[src/rtl/shift_word_pkg.sv]
package shift_word_pkg;

    typedef enum logic [1:0] {
        MODE_HOLD = 2'b00,
        MODE_UP   = 2'b01,
        MODE_DOWN = 2'b10,
        MODE_LOAD = 2'b11
    } step_mode_t;

    typedef struct packed {
        logic bottom_in;
        logic top_in;
    } edge_feed_t;

    function automatic logic down_fill(input logic keep_sign, input logic top_bit);
        return keep_sign ? top_bit : 1'b0;
    endfunction

endpackage

[src/rtl/shift_bit_cell.sv]
module shift_bit_cell
    import shift_word_pkg::*;
(
    input  step_mode_t sel,
    input  logic       own_q,
    input  logic       below_q,
    input  logic       above_q,
    input  logic       par_bit,
    output logic       next_bit
);
    always_comb begin
        unique case (sel)
            MODE_HOLD: next_bit = own_q;
            MODE_UP:   next_bit = below_q;
            MODE_DOWN: next_bit = above_q;
            MODE_LOAD: next_bit = par_bit;
            default:   next_bit = own_q;
        endcase
    end
endmodule

[src/rtl/edge_feed_logic.sv]
module edge_feed_logic
    import shift_word_pkg::*;
(
    input  logic       ser_bit,
    input  logic       keep_sign,
    input  logic       msb_now,
    output edge_feed_t feed
);
    always_comb begin
        feed.bottom_in = ser_bit;
        feed.top_in    = down_fill(keep_sign, msb_now);
    end
endmodule

[src/rtl/word_store.sv]
module word_store #(
    parameter int WIDTH = 4
) (
    input  logic             clk,
    input  logic             clr,
    input  logic [WIDTH-1:0] next_word,
    output logic [WIDTH-1:0] cur_word
);
    always_ff @(posedge clk) begin
        if (clr) cur_word <= '0;
        else     cur_word <= next_word;
    end
endmodule

[src/rtl/dual_shift_word.sv]
module dual_shift_word
    import shift_word_pkg::*;
#(
    parameter int WIDTH = 4
) (
    input  logic             clk,
    input  logic             clr,
    input  logic [1:0]       mode,
    input  logic             arith_sel,
    input  logic             ser_in,
    input  logic [WIDTH-1:0] load_data,
    output logic [WIDTH-1:0] word_q
);
    localparam int TOP = WIDTH - 1;

    step_mode_t       sel;
    edge_feed_t       feed;
    logic [WIDTH-1:0] cur_word;
    logic [WIDTH-1:0] next_word;

    assign sel = step_mode_t'(mode);

    edge_feed_logic u_feed (
        .ser_bit   (ser_in),
        .keep_sign (arith_sel),
        .msb_now   (cur_word[TOP]),
        .feed      (feed)
    );

    for (genvar i = 0; i < WIDTH; i++) begin : g_bit
        logic below_q;
        logic above_q;
        if (i == 0) begin : g_low
            assign below_q = feed.bottom_in;
        end else begin : g_low
            assign below_q = cur_word[i-1];
        end
        if (i == TOP) begin : g_high
            assign above_q = feed.top_in;
        end else begin : g_high
            assign above_q = cur_word[i+1];
        end
        shift_bit_cell u_cell (
            .sel      (sel),
            .own_q    (cur_word[i]),
            .below_q  (below_q),
            .above_q  (above_q),
            .par_bit  (load_data[i]),
            .next_bit (next_word[i])
        );
    end

    word_store #(.WIDTH(WIDTH)) u_store (
        .clk       (clk),
        .clr       (clr),
        .next_word (next_word),
        .cur_word  (cur_word)
    );

    assign word_q = cur_word;
endmodule

[config.mk]
export PLATFORM = sky130hd
export DESIGN_NAME = dual_shift_word
export DESIGN_NICKNAME = d
export VERILOG_FILES = /design/src/rtl/shift_word_pkg.sv /design/src/rtl/shift_bit_cell.sv /design/src/rtl/edge_feed_logic.sv /design/src/rtl/word_store.sv /design/src/rtl/dual_shift_word.sv
export SDC_FILE = /design/constraint.sdc
export NUM_CORES = 1
export LEC_CHECK = 0
export ABC_AREA = 1
export BUFFER_PORTS_ARGS = -buffer_cell sky130_fd_sc_hd__buf_4
export CAP_MARGIN = 30
export CORE_AREA = 4 4 41 43
export DETAILED_ROUTE_END_ITERATION = 8
export DIE_AREA = 0 0 45 47
export SLEW_MARGIN = 20
export SYNTH_ARGS = -nofsm -noshare
export SYNTH_HDL_FRONTEND = slang
export SYNTH_HIERARCHICAL = 1
export SYNTH_SLANG_ARGS = --single-unit
[constraint.sdc]
create_clock -name clk -period 1.35 [get_ports clk]
set_input_delay 0.135 -clock clk [delete_from_list [all_inputs] [get_ports clk]]
set_output_delay 0.135 -clock clk [all_outputs]
set_load 0.005 [all_outputs]
==> impl_metrics.json <==
{
  "final_nets": 94,
  "syn_nets": 77,
  "synth_compound_area_share_pct": 0,
  "n_fill_cell": 165,
  "fmax_ghz": 1.11,
  "drc_errors": 0,
  "hpwlAfterDp_um": 545,
  "timing.critical_path.to_type": "output port",
  "gp_congestion": 0.750,
  "worst_setup_path_start_kind": "flip-flop",
  "cp_max_fo": 4,
  "synth_simple_gate_area_share_pct": 40.5,
  "syn_inst": 67,
  "clk_pin_slew_worst_paths_ns": 0.04,
  "layout.cells.non_filler": 97,
  "sequential_share_of_the_synthesized_area_pct": 24.2,
  "dr.pass1.iters": 5,
  "layout_worst_path_cycle_share_pct": 66.8,
  "grt_antenna_before_repair": 0,
  "worst_slew_pin_slew_ns": 0.169,
  "floorplan.die_area_sq_um": 2120,
  "r2r_start": "u_store/cur_word[3]",
  "dieWidth_um": 45,
  "final_period_minus_worst_setup_slack_ns": 0.902,
  "ios": 14,
  "yosys_warnings": 6,
  "synthToLayoutAreaGrowth_pct": 39.8,
  "synthDistinctLibCells": 8,
  "max_stage_delay_ns": 0.39,
  "clock_path_buffers": 2,
  "tns_ns": 0,
  "design.core.area_sq_um": 1300,
  "r2r-end": "u_store/cur_word[3]",
  "synth_fa_ha_area_share_pct": 0,
  "insertion_delay_ns": 0.23,
  "total_met2_wirelength_after_detailed_routing_um": 355,
  "setup-violations-final": 0,
  "cp_data_arrival_time_ns": 0.77,
  "crit_path_top_delay_cell": "dfxtp_1",
  "multi_input_area_sq_um": 134,
  "worst-path-buf-inv": 1,
  "cts.hold.buffers_added": 0,
  "top_layer_used": "met3",
  "cts-buffers-inserted": 3,
  "worstHoldPathType": "in2reg",
  "final.setup_skew_ns": 0.00118,
  "reg2reg_slack_ns": 0.46,
  "insertedDiodeCount": 0,
  "floorplan.initialDensity_pct": 25.4,
  "critical_path_required_ns": 1.22,
  "synthesis.area_sq_um": 330,
  "synth_top_family_by_area": "simple AND/OR/NAND/NOR gates",
  "track_usage_pct": 8.46,
  "unrepaired_setup_endpoints_after_global_routing": "no",
  "timing.max_slew.rel_slack_pct": 88.7,
  "cts_num_sinks": 4,
  "ctsResizeCount": 0,
  "maximum_number_of_pins_on_one_net_before_global_route_repair": 13,
  "worst_setup_path_startpoint": "u_store/cur_word[1]",
  "top_regs": "u_store/cur_word (4)",
  "status": "completed",
  "layout.area.seq_sq_um": 80.1,
  "routed_wire_length_um": 708,
  "leakage_nw": 0.309,
  "reg2regPathDepth": 8,
  "met3RoutedLength_um": 63,
  "largest_reg_flops": 4,
  "die_h_um": 47,
  "post-cts-setup-buffer-count": 0,
  "final_hold_viol_count": 0,
  "final_max_slew_viol_count": 0,
  "worstSetupEndpoint": "word_q[1]",
  "worst_path_dominant_cell_family": "flip-flops",
  "core.rowCount": 13,
  "routed_via_density": 4.00,
  "first_iter_violations": 11,
  "pwr_density_cell_nw_per_um2": 836,
  "cts.htree.levels": 1,
  "drv.max_cap_violation_count": 0,
  "route.vias.total": 388,
  "global_route.overflow_total": 0,
  "drt-wirelength-per-cell_um": 7.30,
  "timing_worst_setup_path_type": "reg2out",
  "port-buffer-count": 13,
  "timing.critical_path.cells": "buf_4",
  "yosys.area_share.xor_xnor_pct": 0,
  "met1Wirelength_um": 288,
  "place_inst": 94,
  "path_depth": 1,
  "first_pass_grt_wire_length_mm": 1.31,
  "tritoncts": "built",
  "first_global_vias": 325,
  "final_layout_size_suffix_gt1_share_pct": 29.3,
  "detail-route-antenna-nets": 0,
  "multiplexer_share_of_the_synthesized_area_pct": 0,
  "largest_register": "u_store/cur_word",
  "postSynthRegisterBits": 4,
  "ctsRootBufferMaster": "clkbuf_4",
  "syn_area_per_cell_sq_um": 4.93,
  "worst_ir_drop_vdd_v": 0.000385
}
synth_stat cells:
library cell	count	area, sq um
buf_4	1	7.51
clkinv_1	4	15.0
dfxtp_1	4	80.1
inv_1	17	63.8
inv_2	8	30.0
nand2_1	21	78.8
nand3_1	8	40.0
nor2_1	4	15.0
per-stage QoR:
| stage | hold slack (ns) | setup slack, ns | utilization (%) | power (W) | cell area (sq um) |
|---|---|---|---|---|---|
| floorplan | 0.206 | 0.523 | - | 0.000192 | 330 |
| global placement | 0.326 | 0.503 | 33.8 | 0.000238 | 439 |
| detailed placement | 0.328 | 0.482 | 33.8 | 0.000239 | 439 |
| CTS | 0.0809 | 0.432 | 35.5 | 0.000394 | 462 |
| global route | 0.0842 | 0.365 | 35.5 | 0.000419 | 462 |
| finish | 0.0826 | 0.448 | 35.5 | 0.000386 | 462 |
area by class of cell:
class / count / share of cell area [%]
timing repair buffer: 13 / 21.1
multi-input combinational: 33 / 29.0
sequential: 4 / 17.3
tap: 15 / 4.07
clock buffer: 3 / 4.88
inverter: 29 / 23.6
power by group:
part | switching [W] | internal [W]
sequential | 0.0000109 | 0.000128
clock | 0.0000497 | 0.0000995
combinational | 0.0000479 | 0.0000502
cells in the final DEF, fill, tap and decap left out:
| cell | n |
|---|---|
| dfxtp_1 | 4 |
| nor2_1 | 4 |
| clkbuf_4 | 3 |
| clkinv_1 | 4 |
| nand3_1 | 8 |
| nand2_1 | 21 |
| inv_1 | 17 |
| inv_2 | 8 |
| buf_4 | 13 |
layer usage:
metal  vias to the layer above  track usage, %
li1                        211               -
met4                         0            5.26
met5                         -               0
met3                         0            3.07
met1                       162            10.9
met2                        15            11.9
logic make-up after synthesis:
group                  count (synthesis)
buffers and inverters                 30
DFF                                    4
and+or+nand+nor                       33
worst min path at each step:
| stage | startpoint | depth (start not counted) | endpoint |
|---|---|---|---|
| after global routing | clr | 2 | u_store/cur_word[0] |
| after detailed placement | clr | 2 | u_store/cur_word[2] |
| final | clr | 2 | u_store/cur_word[1] |
| after global placement | clr | 2 | u_store/cur_word[1] |
| after CTS | clr | 2 | u_store/cur_word[1] |
| after floorplan | clr | 1 | u_store/cur_word[0] |
No activity file was read; power rests on OpenSTA's default activity.
